--- src/rtl/gpio_ctrl_pkg.sv ---
package gpio_ctrl_pkg;

    localparam int NLINE     = 16;
    localparam int NIRQ      = 13;
    localparam int STY_W     = 3;
    localparam int STY_REG_W = 24;
    localparam int DATA_W    = 32;
    localparam int CK_LINE_A = 14;
    localparam int CK_LINE_B = 15;

    // Word index of each register (byte offset / 4)
    localparam logic [2:0] IDX_DOUT  = 3'd0;
    localparam logic [2:0] IDX_DIR   = 3'd1;
    localparam logic [2:0] IDX_DIN   = 3'd2;
    localparam logic [2:0] IDX_STAT  = 3'd3;
    localparam logic [2:0] IDX_STYLO = 3'd4;
    localparam logic [2:0] IDX_STYHI = 3'd5;
    localparam logic [2:0] IDX_CKSEL = 3'd6;
    localparam logic [2:0] IDX_DBSEL = 3'd7;

    typedef enum logic [2:0] {
        STY_LVL_HI = 3'd0,
        STY_LVL_LO = 3'd1,
        STY_RISE   = 3'd2,
        STY_FALL   = 3'd3,
        STY_ANY    = 3'd4
    } style_e;

    typedef struct packed {
        logic cur;
        logic prev;
    } samp_t;

    function automatic logic style_hit(logic [2:0] sty, samp_t s);
        case (sty)
            STY_LVL_HI: return s.cur;
            STY_LVL_LO: return !s.cur;
            STY_RISE:   return s.cur && !s.prev;
            STY_FALL:   return !s.cur && s.prev;
            STY_ANY:    return s.cur ^ s.prev;
            default:    return 1'b0;
        endcase
    endfunction

endpackage

--- src/rtl/gpio_ctrl_sync.sv ---
module gpio_ctrl_sync #(
    parameter int W = 16
) (
    input  logic         clk,
    input  logic         rst,
    input  logic [W-1:0] async_in,
    output logic [W-1:0] sync_out
);
    logic [W-1:0] stage1_q, stage2_q;

    always_ff @(posedge clk) begin
        if (rst) begin
            stage1_q <= '0;
            stage2_q <= '0;
        end else begin
            stage1_q <= async_in;
            stage2_q <= stage1_q;
        end
    end

    assign sync_out = stage2_q;
endmodule

--- src/rtl/gpio_ctrl_detect.sv ---
module gpio_ctrl_detect
    import gpio_ctrl_pkg::*;
#(
    parameter int N = NIRQ
) (
    input  logic             clk,
    input  logic             rst,
    input  logic [N-1:0]     cur,
    input  logic [STY_W*N-1:0] style,
    output logic [N-1:0]     hit
);
    logic [N-1:0] prev_q;

    always_ff @(posedge clk) begin
        if (rst) prev_q <= '0;
        else     prev_q <= cur;
    end

    for (genvar g = 0; g < N; g++) begin : g_line
        samp_t smp;
        assign smp.cur  = cur[g];
        assign smp.prev = prev_q[g];
        assign hit[g]   = style_hit(style[STY_W*g +: STY_W], smp);
    end
endmodule

--- src/rtl/gpio_ctrl_status.sv ---
module gpio_ctrl_status #(
    parameter int N = 13
) (
    input  logic         clk,
    input  logic         rst,
    input  logic [N-1:0] hit,
    input  logic [N-1:0] clr,
    output logic [N-1:0] stat
);
    logic [N-1:0] stat_q;

    always_ff @(posedge clk) begin
        if (rst) stat_q <= '0;
        else     stat_q <= (stat_q & ~clr) | hit;
    end

    assign stat = stat_q;

    AST_W1C_CLEARS: assert property (@(posedge clk) disable iff (rst)
        1'b1 |=> ((stat_q & $past(clr & ~hit)) == '0));
    AST_STICKY_HOLD: assert property (@(posedge clk) disable iff (rst)
        1'b1 |=> ((stat_q & $past(stat_q & ~clr)) == $past(stat_q & ~clr)));
    AST_EVENT_WINS: assert property (@(posedge clk) disable iff (rst)
        1'b1 |=> ((stat_q & $past(hit)) == $past(hit)));
endmodule

--- src/rtl/gpio_ctrl.sv ---
module gpio_ctrl
    import gpio_ctrl_pkg::*;
#(
    parameter int NL = NLINE,
    parameter int NI = NIRQ
) (
    input  logic              clk,
    input  logic              rst,
    input  logic [4:0]        addr,
    input  logic              wr_en,
    input  logic [DATA_W-1:0] wdata,
    output logic [DATA_W-1:0] rdata,
    input  logic [NL-1:0]     pin_in,
    output logic [NL-1:0]     pin_out,
    output logic [NL-1:0]     pin_oe,
    output logic [NI-1:0]     irq
);
    localparam int STYI_W = STY_W * NI;

    logic [NL-1:0]        dout_q, dir_q, din;
    logic [STY_REG_W-1:0] sty_lo_q, sty_hi_q;
    logic [DATA_W-1:0]    cksel_q, dbsel_q;
    logic [NI-1:0]        hit, clr, stat;
    logic [STYI_W-1:0]    sty_irq;
    logic [NI-1:0]        cur_irq;
    logic [NL-1:0]        stat_ext;
    logic [2:0]           sel;
    logic                 aligned, wr_hit;

    assign sel     = addr[4:2];
    assign aligned = (addr[1:0] == 2'b00);
    assign wr_hit  = wr_en && aligned;

    always_ff @(posedge clk) begin
        if (rst) begin
            dout_q   <= '0;
            dir_q    <= '1;
            sty_lo_q <= '0;
            sty_hi_q <= '0;
            cksel_q  <= '0;
            dbsel_q  <= '0;
        end else if (wr_hit) begin
            case (sel)
                IDX_DOUT:  dout_q   <= wdata[NL-1:0];
                IDX_DIR:   dir_q    <= wdata[NL-1:0];
                IDX_STYLO: sty_lo_q <= wdata[STY_REG_W-1:0];
                IDX_STYHI: sty_hi_q <= wdata[STY_REG_W-1:0];
                IDX_CKSEL: cksel_q  <= wdata;
                IDX_DBSEL: dbsel_q  <= wdata;
                default: ;
            endcase
        end
    end

    gpio_ctrl_sync #(.W(NL)) u_sync (
        .clk(clk), .rst(rst), .async_in(pin_in), .sync_out(din)
    );

    assign sty_irq = STYI_W'({sty_hi_q, sty_lo_q});
    assign cur_irq = NI'(din);

    gpio_ctrl_detect #(.N(NI)) u_detect (
        .clk(clk), .rst(rst), .cur(cur_irq), .style(sty_irq), .hit(hit)
    );

    assign clr = (wr_hit && sel == IDX_STAT) ? wdata[NI-1:0] : '0;

    gpio_ctrl_status #(.N(NI)) u_status (
        .clk(clk), .rst(rst), .hit(hit), .clr(clr), .stat(stat)
    );

    assign stat_ext = NL'(stat);
    assign irq      = stat;

    always_comb begin
        pin_oe  = ~dir_q;
        pin_out = dout_q;
        if (cksel_q != '0) begin
            pin_oe[CK_LINE_A]  = 1'b1;
            pin_oe[CK_LINE_B]  = 1'b1;
            pin_out[CK_LINE_A] = 1'b0;
            pin_out[CK_LINE_B] = 1'b0;
        end
    end

    always_comb begin
        rdata = '0;
        if (aligned) begin
            case (sel)
                IDX_DOUT:  rdata = DATA_W'(dout_q);
                IDX_DIR:   rdata = DATA_W'(dir_q);
                IDX_DIN:   rdata = DATA_W'(din);
                IDX_STAT:  rdata = DATA_W'(stat_ext);
                IDX_STYLO: rdata = DATA_W'(sty_lo_q);
                IDX_STYHI: rdata = DATA_W'(sty_hi_q);
                IDX_CKSEL: rdata = cksel_q;
                default:   rdata = dbsel_q;
            endcase
        end
    end

    AST_DIR_DRIVE: assert property (@(posedge clk) disable iff (rst)
        (wr_hit && sel == IDX_DIR) |=> (pin_oe[NI-1:0] == ~$past(wdata[NI-1:0])));
    AST_CLK_RELEASE: assert property (@(posedge clk) disable iff (rst)
        (wr_hit && sel == IDX_CKSEL && wdata != '0) |=> (pin_out[CK_LINE_B:CK_LINE_A] == 2'b00 && pin_oe[CK_LINE_B:CK_LINE_A] == 2'b11));
endmodule

--- config.mk ---
export PLATFORM = sky130hd
export DESIGN_NAME = gpio_ctrl
export DESIGN_NICKNAME = d
export VERILOG_FILES = /design/src/rtl/gpio_ctrl_pkg.sv /design/src/rtl/gpio_ctrl_sync.sv /design/src/rtl/gpio_ctrl_detect.sv /design/src/rtl/gpio_ctrl_status.sv /design/src/rtl/gpio_ctrl.sv
export SDC_FILE = /design/constraint.sdc
export NUM_CORES = 1
export LEC_CHECK = 0
export CAP_MARGIN = 20
export CORE_MARGIN = 3
export CORE_UTILIZATION = 40
export CTS_CLUSTER_SIZE = 8
export DETAILED_ROUTE_END_ITERATION = 6
export PLACE_DENSITY_LB_ADDON = 0.05
export SLEW_MARGIN = 20
export SYNTH_ARGS = -nofsm -noshare
export SYNTH_HDL_FRONTEND = slang
export SYNTH_SLANG_ARGS = --single-unit
--- constraint.sdc ---
create_clock -name clk -period 5.7 [get_ports clk]
set_input_delay 1.14 -clock clk [delete_from_list [all_inputs] [get_ports clk]]
set_output_delay 1.14 -clock clk [all_outputs]
set_load 0.02 [all_outputs]
# Word level (Yosys, flattened, before mapping)
# Index checks and enable logic that the tools add are counted.
[word_totals] reg_bits=202 in_bits=56 out_inout_bits=77 word_cells=180
[classes] eq_ne=59 muxes=18 bitwise_logic=17 reduce_logical=76
[ops] op="one-hot mux 32 bit (7 select lines)" n=1
[ops] op="== test 3 x 2 -> 1 bit (second input constant)" n=28
[ops] op="one-hot mux 1 bit (5 select lines)" n=13
[ops] op="== test 3 bit (second input constant)" n=17
[ops] op="== test 3 x 1 -> 1 bit (second input constant)" n=14
[ops] op="logical NOT 3 bit" n=14
[ops] op="two-way mux 32 bit" n=1
[ops] op="nonzero test 32 bit" n=1
[ops] op="logical AND 1 bit" n=28
[ops] op="logical NOT 1 bit" n=26
[ops] op="inverter 16 bit" n=1
[ops] op="bitwise AND 13 bit" n=1
[ops] op="two-way mux 13 bit" n=1
[ops] op="inverter 13 bit" n=1
[ops] op="OR 13 bit" n=1
[ops] op="bitwise XOR 1 bit" n=13
[ops] op="AND reduction 2 bit" n=6
[ops] op="two-way mux 2 bit" n=2
[ops] op="logical NOT 2 bit" n=1

# Logic depth before layout (Yosys ltp)
# Gate-level depths: netlist of the first run.
[logic_depth] ltp_word=7 mapped_depth=8 ltp_nobuf=6

# Cells and area by module
# A second synthesis of the first run with hierarchy kept.
[hier_totals] hier_cells=1170 hier_area_um2=9405.3
[by_module_without_submodules] module="gpio_ctrl" n_inst=1 cells_per_inst=893 area_per_inst_um2=6707.7
[by_module_without_submodules] module="gpio_ctrl_detect" n_inst=1 cells_per_inst=157 area_per_inst_um2=1330.0
[by_module_without_submodules] module="gpio_ctrl_sync" n_inst=1 cells_per_inst=67 area_per_inst_um2=863.3
[by_module_without_submodules] module="gpio_ctrl_status" n_inst=1 cells_per_inst=53 area_per_inst_um2=504.2

# Least setup slack after synthesis of the first run
# OpenSTA, ideal clock, no wires.
[synth_timing] path_kind="input-to-output" from="in addr[3]" to="out rdata[15]" arrival_time_ps=2655 path_slack_ps=1905 stages=6 path_cell_list="buf_2 buf_2 buf_2 nand2b_1 o22ai_1 a211oi_1"
[synth_via] elab_chain_cells=3
[synth_lines] item="start, declared" line="gpio_ctrl.sv:9" rtl="input logic [4:0] addr,"
[synth_lines] item="== test 3 bit (tied with other cells)" line="gpio_ctrl.sv:89" rtl="case (sel)"
[synth_lines] item="one-hot mux 32 bit (7 select lines) *" line="gpio_ctrl.sv:89"
[synth_lines] item="two-way mux 32 bit *" line="gpio_ctrl.sv:88" rtl="if (aligned) begin"
[synth_lines] item="end, declared" line="gpio_ctrl.sv:12" rtl="output logic [DATA_W-1:0] rdata,"
# Every way passes the cells marked *; elsewhere a longest branch is shown, timed or not.

# Worst setup path after layout of the first run
[layout_timing] from="in addr[4]" to="out rdata[2]"
# Same word-level chain as after synthesis.

==> run summary, run 1 <==
* 2 — number of buffers and inverters on the critical path
* 30.5% — worst-case headroom to the max-slew limit
* 0 — ant diodes
* 4.15 nW — Lkg Pwr
* 133 — number of ports placed on the die boundary
* 0 — Final Max Tran Viols
* 8,246 — routed vias
* 0 — Post CTS Setup Buffer Count
* 46 — unique cell type count in the Yosys netlist
* dfxtp_1 — Most used DFF post-synth
* 0 — EDFF count, synth
* done — TritonCTS clock tree
* 0 — count of hold-fix buffers inserted at cts
* complete, no violations — result of the run
* 29 — TritonCTS Buffers
* clkbuf_16 — Clk Tree Root Cell
* 7,935 — vias in the first global route
* clkdlybuf4s50_1 — most used cell, CP
* u_sync.stage1_q[11] — source of the worst hold timing path
* 0 ns — final setup TNS
* 40.9% — starting density of the core
* no — RSZ-0062 raised after global routing
* output pin — Setup crit end kind
* 29,800 um — total wire length after detailed routing
* 1 — H-tree depth
* addr[4] — source of the critical timing path
* 55 — Cell Rows
* register to register — kind of path behind the tightest hold check
* 0 — Resized Gates After CTS
* input port — type of origin of the critical path
* 1,237 — Net Count, Synth
* 0.186 mV — Worst VDD drop
* 4.56 ns — required time worst endpoint
* 8.07 um^2 — Mapped Avg Cell Area
* 159 um — Horiz. Die Dim
* 1,155 — Cells after Synth
* 20,000 um — DP Wirelength
* nand2_1, dfxtp_1, a21oi_1 — top cells by instance count after synthesis
* 701 — Starting DRT DRC Count
* 3.73 ns — crit path DAT
* 0 — number of antenna violations at the first check in global routing
* 0.828 ns — setup slack of the critical path after layout
* 132 — I/O Buffers
* 15 — critical path peak fanout
* buffers and inverters — category of cells accounting for the largest share of critical-path delay
* 85.5% — post-route fraction of the period consumed by the critical path
* 0.890 ns — pre-CTS WS
* 19.1 um — wire length per cell
* 0.05 ns — register clock-pin slew on the reported worst setup and hold paths
* nand2_1 — most numerous cell in the Yosys netlist
* 11,500 um^2 — post-route cell area
* 205 MHz — maximum clock rate
* 25,200 um^2 — Die ar.
* dfxtp_1 — cell type with the largest total area after synthesis
* 0 — # Max-Cap Violations
* 6.25% — share of cells above drive strength 1
* 159 um — floorplan die height
* 0.77 ns — CP peak stage delay
* 9320 um^2 — Post-Synthesis Cell Area
* dfxtp_1, nand2_1, a21oi_1 — biggest area contributors in the synthesized netlist
* 22,800 um^2 — floorplan core area
* 43.4% — sequential cell area fraction in the yosys report
* clkdlybuf4s50_1 — CP max-delay cell
* 107 — maximum number of pins on one net before global-route repair
* u_sync.sync_out[5] — reg-to-reg critical path startpoint
* 1.04 ns — actual slew at the worst max-slew pin
* 0 — number of setup violations in the final report
* 280 nW/um^2 — power density normalized to cell area
* 46,600 um — first-pass GRT wire length
* 0% — fraction of registers with async set/reset
* 3 — clock tree buffer depth
* 23.4% — Layout Area Growth over Synthesis
* 202 — TritonCTS sink count
* 0 — count of endpoints failing hold in the final timing report
* 5 — number of iterations in the first detailed-routing pass
* 202 — number of synthesized register bits
* 0 — post-route DRC violation count
* 23.7% — total global routing track utilization
* 2,190 — number of fill cells in the layout
* 10,800 um^2 — Post-DP Area
* 0.820 — Placer Congestion
* clkdlybuf4s50_1, nor2_1, a22oi_1, or2_2, a21oi_1, clkdlybuf4s50_1 — critical path, cell by cell
* 1,331 — final net count
* input port to output pin — Setup CP Type
* 0 — number of antenna-violating nets in the routed design
* 0 — gr ovfl total
* 0.53 ns — clock insertion delay at the later pin of the skew report
* 5.28 — routed vias/inst
* 43.4% — area fraction of the dominant cell type after synthesis
* 0 — count of synthesis-stage warnings from yosys
* 4.87 ns — post-route minimum period
* 0.0198 ns — worst clock skew
[cell usage in the layout (no fill, tap or decap), types with 21 or more instances in the layout]
master	n
mux2i_1	39
a21oi_1	125
nand2_1	267
a211o_1	21
nor2b_1	41
inv_1	54
buf_4	21
clkdlybuf4s50_1	129
o21ai_0	46
nor2_1	78
clkbuf_16	29
nand3b_1	24
dfxtp_1	202
ha_1	26
[area by class of cell]
| class | count | area, um^2 | share of cell area, % |
|---|---|---|---|
| well taps | 313 | 392 | 3.40 |
| inverters | 54 | 203 | 1.76 |
| repair buffers | 153 | 1470 | 12.8 |
| clock buffers | 29 | 726 | 6.31 |
| clock inverters | 1 | 8.76 | 0.0761 |
| flip-flops and latches | 202 | 4040 | 35.1 |
| multi-input cells | 809 | 4660 | 40.5 |
[metrics by stage]
stage          hold WS (ns)  cells  total power [W]  util [%]
2_1_floorplan         0.414   1155          0.00164         -
3_3_place_gp          0.420   1531          0.00178      47.3
3_5_place_dp          0.421   1531          0.00178      47.3
4_1_cts               0.422   1561          0.00326      50.5
5_1_grt               0.438   1561          0.00334      50.5
6_report              0.424   1561          0.00322      50.5
[final timing paths]
check                              to  slack [ns]  cells after the start
setup / recovery             rdata[2]        0.83                      6
hold / removal    u_sync.sync_out[11]        0.42                      1
setup reg to reg     u_status.stat[5]        4.18                      5
hold reg to reg   u_sync.sync_out[11]        0.42                      1
[where the power goes]
group          switching (W)  internal (W)  total, W
sequential         0.0000224       0.00144   0.00146
combinational       0.000166      0.000123  0.000289
clock               0.000582      0.000883   0.00147
total               0.000771       0.00245   0.00322
[flip-flops by register name, summed over array words and instances (netlist names)]
register,flops
cksel_q,32
dbsel_q,32
sty_hi_q,24
sty_lo_q,24
dir_q,16
dout_q,16
u_sync.stage1_q,16
u_sync.sync_out,16
u_detect.prev_q,13
u_status.stat,13
[routing by layer]
layer  track usage, %  part of all wire, %
met1             35.1                   49
met2             35.8                   43
met3             4.16                  6.3
met4             6.06                  2.2
met5                0                    0
[logic make-up after synthesis]
kind of cell	synth area share (%)
and+or+nand+nor	22.3
AOI/OAI and AO/OA	18.1
DFF	43.4
buffers and inverters	6.64
muxes	6.12
adders and majority gates	3.49
(Power assumes the default switching activity.)
==> run 2, diff against run 1 <==
Settings changed: CELL_PAD_IN_SITES_DETAIL_PLACEMENT set to 1, CELL_PAD_IN_SITES_GLOBAL_PLACEMENT set to 2, CORE_UTILIZATION 40 to 35.
==> run summary, run 2 (synthesized netlist as in run 1, its figures left out) <==
* 0.05 ns — register clock-pin slew on the reported worst setup and hold paths, about the same
* 0 ns — final setup TNS, unchanged
* 0 — number of antenna violations at the first check in global routing, unchanged
* 0.206 mV — Worst VDD drop, +11%
* 59 — Cell Rows, +7.3%
* 0 — # Max-Cap Violations, unchanged
* 29 — TritonCTS Buffers, unchanged
* 0.0152 ns — worst clock skew, -0.00458 ns
* complete, no violations — result of the run
* 28,600 um^2 — Die ar., +14%
* 22.8% — total global routing track utilization, -0.96 points
* 133 — number of ports placed on the die boundary, unchanged
* 0.54 ns — clock insertion delay at the later pin of the skew report, about the same
* nand2_1, dfxtp_1, clkdlybuf4s50_1 — commonest cells after routing, fill and taps aside
* 0 — ant diodes, unchanged
* 24.3% — Layout Area Growth over Synthesis
* 3.69 ns — crit path DAT, -0.04 ns
* addr[3] — source of the critical timing path
* 51,400 um — first-pass GRT wire length, +10%
* 8,548 — vias in the first global route, +7.7%
* nor2b_1 — CP max-delay cell
* 84.8% — post-route fraction of the period consumed by the critical path, -0.66 points
* 5 — count of cells along the worst register-to-register path, unchanged
* input port to output pin — Setup CP Type
* 5 — number of iterations in the first detailed-routing pass, unchanged
* 8,396 — routed vias, +1.8%
* 4.04 ns — slack of the worst reg-to-reg path, -0.14 ns
* 0.866 ns — setup slack of the critical path after layout, +0.0377 ns
* 0 — post-route DRC violation count, unchanged
* clkbuf_16 — Clk Tree Root Cell
* 202 — TritonCTS sink count, unchanged
* 169 um — floorplan die height, +6.6%
* 0.778 — Placer Congestion, -5.2%
* 6.39% — share of cells above drive strength 1, +0.14 points
* 0.853 ns — pre-CTS WS, -0.0369 ns
* 0 — gr ovfl total, unchanged
* 22,400 um — DP Wirelength, +12%
* buf_2, nor2b_1, a221oi_1, a31oi_1, o221a_2, clkdlybuf4s50_1 — critical path, cell by cell
* 4.18 nW — Lkg Pwr, +0.52%
* 35.7% — starting density of the core, -5.3 points
* 3,104 — number of fill cells in the layout, +42%
* done — TritonCTS clock tree
* 20.8 um — wire length per cell, +9.1%
* 1 — H-tree depth, unchanged
* 26,100 um^2 — floorplan core area, +15%
* 0 — Post CTS Setup Buffer Count, unchanged
* 4.56 ns — required time worst endpoint, about the same
* 169 um — Horiz. Die Dim, +6.6%
* nand2_1 — leading cell type in the layout, fill and taps excluded
* 0 — count of hold-fix buffers inserted at cts, unchanged
* 5.29 — routed vias/inst, +0.15%
* 132 — I/O Buffers, unchanged
* 0 — Final Max Tran Viols, unchanged
* 0 — number of antenna-violating nets in the routed design, unchanged
* 33,000 um — total wire length after detailed routing, +11%
* 0 — number of setup violations in the final report, unchanged
* 27.2% — worst-case headroom to the max-slew limit, -3.4 points
* 0.92 ns — CP peak stage delay, +0.15 ns
* 103 — maximum number of pins on one net before global-route repair, -3.7%
* 286 nW/um^2 — power density normalized to cell area, +2.3%
* 10,800 um^2 — Post-DP Area, +0.40%
* 20 — critical path peak fanout, +5
* cksel_q (32), dbsel_q (32) — largest registers
* 1.09 ns — actual slew at the worst max-slew pin, +0.0514 ns
* rdata[14] — CP endpoint
* output pin — Setup crit end kind
* 479 — Starting DRT DRC Count, -32%
* 0 — count of endpoints failing hold in the final timing report, unchanged
* 11,600 um^2 — post-route cell area, +0.67%
* register to register — kind of path behind the tightest hold check
* u_sync.sync_out[7] — reg-to-reg critical path startpoint
* 1,332 — final net count, +0.075%
* 3 — clock tree buffer depth, unchanged
* input port — type of origin of the critical path
* u_status.stat[7] — R2R Path End
* 0 — Resized Gates After CTS, unchanged
* 207 MHz — maximum clock rate, +0.78%
* no — RSZ-0062 raised after global routing
* 4.83 ns — post-route minimum period, -0.0377 ns
-- run 2: worst max-delay path, delay by kind of cell --
kind                   cells  cell delay, ns
and+or+nand+nor            1            0.92
buffers and inverters      2            0.97
AOI/OAI and AO/OA          3            0.65
-- run 2: area by class of cell --
type | count | area (um^2) | share of cell area [%]
inverter | 54 | 203 | 1.75
clock inverter | 2 | 38.8 | 0.335
clock buffer | 31 | 733 | 6.33
timing repair buffer | 154 | 1480 | 12.8
tap | 335 | 419 | 3.62
sequential | 202 | 4040 | 34.9
multi-input combinational | 809 | 4670 | 40.3
-- run 2: power breakdown --
part / total (W) / switching [W] / internal [W]
clock network: 0.00156 / 0.000621 / 0.000936
logic: 0.000294 / 0.000170 / 0.000124
registers: 0.00147 / 0.0000241 / 0.00144
total: 0.00332 / 0.000815 / 0.00250
-- run 2: stage by stage --
step	instances	hold slack, ns	util, %	power [W]
2_1_floorplan	1155	0.414	-	0.00164
3_3_place_gp	1554	0.418	41.4	0.00179
3_5_place_dp	1554	0.427	41.4	0.00179
4_1_cts	1587	0.431	44.3	0.00335
5_1_grt	1587	0.452	44.3	0.00344
6_report	1587	0.421	44.3	0.00332
-- run 2: worst min-delay path by stage --
stage	cells after the start	to	startpoint	slack, ns
6_report	1	u_sync.sync_out[2]	u_sync.stage1_q[2]	0.42
5_1_grt	1	u_sync.sync_out[2]	u_sync.stage1_q[2]	0.45
4_1_cts	1	u_sync.sync_out[2]	u_sync.stage1_q[2]	0.43
3_5_place_dp	1	u_sync.sync_out[11]	u_sync.stage1_q[11]	0.43
3_3_place_gp	1	u_sync.sync_out[3]	u_sync.stage1_q[3]	0.42
2_1_floorplan	1	u_sync.sync_out[0]	u_sync.stage1_q[0]	0.41
-- run 2: metal layers --
layer	up-vias	part of all wire [%]	global-route usage, %
met3	35	3.9	2.40
met2	195	46	37.3
li1	4083	-	-
met1	4083	49	32.6
met4	0	1.7	4.87
met5	-	0	0
==> run 3, diff against run 2 <==
Settings changed: CORE_UTILIZATION 35 to 29.
Clock period 5.7 ns to 4.4 ns, I/O delays scaled along.
==> run summary, run 3 (synthesized netlist as in run 1, its figures left out) <==
* input port to output pin — Setup CP Type
* 35,600 um — total wire length after detailed routing, +7.8%
* 3 — clock tree buffer depth, unchanged
* 4040 um^2 — FF+latch area, unchanged
* 8,542 — routed vias, +1.7%
* 3.19 ns — crit path DAT, -0.50 ns
* input port — type of origin of the critical path
* 1.01 ns — actual slew at the worst max-slew pin, -0.0767 ns
* 0.248 mV — Worst VDD drop, +21%
* complete, no violations — result of the run
* 0 ns — final setup TNS, unchanged
* 0 — number of setup violations in the final report, unchanged
* register to register — kind of path behind the tightest hold check
* 15,800 um — Met2 Wirelength, +4.2%
* 405 — Starting DRT DRC Count, -15%
* 4.07 ns — post-route minimum period
* 4 — number of iterations in the first detailed-routing pass, -1
* 54,000 um — first-pass GRT wire length, +5.1%
* 0.355 ns — pre-CTS WS, -0.499 ns
* 1 — H-tree depth, unchanged
* 0 — count of endpoints failing hold in the final timing report, unchanged
* 0.0190 ns — worst clock skew, +0.00375 ns
* clkbuf_16 — Clk Tree Root Cell
* 0 — # Max-Cap Violations, unchanged
* 202 — TritonCTS sink count, unchanged
* nand2_1 — leading cell type in the layout, fill and taps excluded
* 0 — gr ovfl total, unchanged
* 0 — Resized Gates After CTS, unchanged
* 5.12 — routed vias/inst, -3.1%
* met4 — highest layer used for signal routing
* 185 um — Horiz. Die Dim, +9.5%
* rdata[8] — CP endpoint
* 185 um — floorplan die height, +9.5%
* 0 — post-route DRC violation count, unchanged
* cksel_q (32), dbsel_q (32) — largest registers
* 3,711 — number of fill cells in the layout, +20%
* 1610 um — amount of wire on met3 after detailed routing, +26%
* 34,300 um^2 — Die ar., +20%
* 92.4% — post-route fraction of the period consumed by the critical path
* 1,344 — final net count, +0.90%
* u_status.stat[6] — R2R Path End
* 366 nW/um^2 — power density normalized to cell area, +28%
* 132 — I/O Buffers, unchanged
* 20.5% — total global routing track utilization, -2.2 points
* 133 — number of ports placed on the die boundary, unchanged
* 32.4% — worst-case headroom to the max-slew limit, +5.3 points
* 1 — number of antenna violations at the first check in global routing, +1
* 24,100 um — DP Wirelength, +7.7%
* output pin — Setup crit end kind
* 0.55 ns — clock insertion delay at the later pin of the skew report, about the same
* nand2_1, dfxtp_1, clkdlybuf4s50_1 — commonest cells after routing, fill and taps aside
* 7.20% — share of cells above drive strength 1, +0.81 points
* 8,501 — vias in the first global route, -0.55%
* 21.4 um — wire length per cell, +2.7%
* no — RSZ-0062 raised after global routing
* 7 — critical path peak fanout, -65%
* 29 — TritonCTS Buffers, unchanged
* 31,600 um^2 — floorplan core area, +21%
* 5 — count of cells along the worst register-to-register path, unchanged
* 119 — maximum number of pins on one net before global-route repair, +16%
* 0 — Post CTS Setup Buffer Count, unchanged
* 17,700 um — total routed wire length on the met1 layer, +11%
* 4.26 nW — Lkg Pwr, +1.9%
* 0 — count of hold-fix buffers inserted at cts, unchanged
* 65 — Cell Rows, +10%
* 4660 um^2 — area of the multi-input gates, -0.11%
* addr[4] — source of the critical timing path
* 0 — Final Max Tran Viols, unchanged
* done — TritonCTS clock tree
* u_sync.sync_out[6] — reg-to-reg critical path startpoint
* 0.334 ns — setup slack of the critical path after layout, -0.532 ns
* 26.9% — Layout Area Growth over Synthesis
* 3.52 ns — required time worst endpoint, -1.04 ns
* 2.83 ns — slack of the worst reg-to-reg path, -1.21 ns
* 29.5% — starting density of the core, -6.2 points
* 0 — number of antenna-violating nets in the routed design, unchanged
* 0.05 ns — register clock-pin slew on the reported worst setup and hold paths, about the same
* 0.761 — Placer Congestion, -2.2%
* 246 MHz — maximum clock rate
run 3: how the worst min path moves through the flow:
stage / from / slack (ns) / cells past startpoint / endpoint
finish: u_sync.stage1_q[9] / 0.43 / 1 / u_sync.sync_out[9]
global route: u_sync.stage1_q[10] / 0.45 / 1 / u_sync.sync_out[10]
CTS: u_sync.stage1_q[9] / 0.44 / 1 / u_sync.sync_out[9]
detailed placement: u_sync.stage1_q[0] / 0.43 / 1 / u_sync.sync_out[0]
global placement: u_sync.stage1_q[6] / 0.42 / 1 / u_sync.sync_out[6]
floorplan: u_sync.stage1_q[0] / 0.41 / 1 / u_sync.sync_out[0]
run 3: area by class of cell:
type	count	share of cell area [%]
Tap cell	402	4.25
Sequential cell	202	34.2
Timing Repair Buffer	166	13.9
Clock buffer	31	6.20
Inverter	54	1.71
Multi-Input combinational cell	809	39.4
Clock inverter	2	0.328
Antenna cell	1	0.0212
run 3: report_power, final:
part	switching (W)	total, W	internal, W
sequential	0.0000298	0.00190	0.00187
combinational	0.000233	0.000402	0.000169
clock	0.000814	0.00203	0.00121
run 3: per-stage QoR:
step | hold WS, ns | instance area (um^2) | instances | utilization, % | power (W)
after floorplan | 0.414 | 9320 | 1155 | - | 0.00213
after global placement | 0.418 | 11100 | 1633 | 34.9 | 0.00234
after detailed placement | 0.426 | 11100 | 1633 | 34.9 | 0.00234
after CTS | 0.440 | 11800 | 1666 | 37.4 | 0.00439
after global routing | 0.451 | 11800 | 1666 | 37.4 | 0.00449
final | 0.434 | 11800 | 1667 | 37.4 | 0.00433
run 3: worst max-delay path: stages:
cell and delay, ns:
clkdlybuf4s50_1 0.72, inv_1 0.23, a221o_1 0.31, a222oi_1 0.28, buf_4 0.17, nor2_1 0.04, clkdlybuf4s50_1 0.55
run 3: per-layer routing:
metal / up-vias / global-route usage (%)
met5: - / 0
met4: 0 / 3.87
met3: 45 / 2.42
met2: 204 / 32.5
met1: 4197 / 30.3
li1: 4096 / -
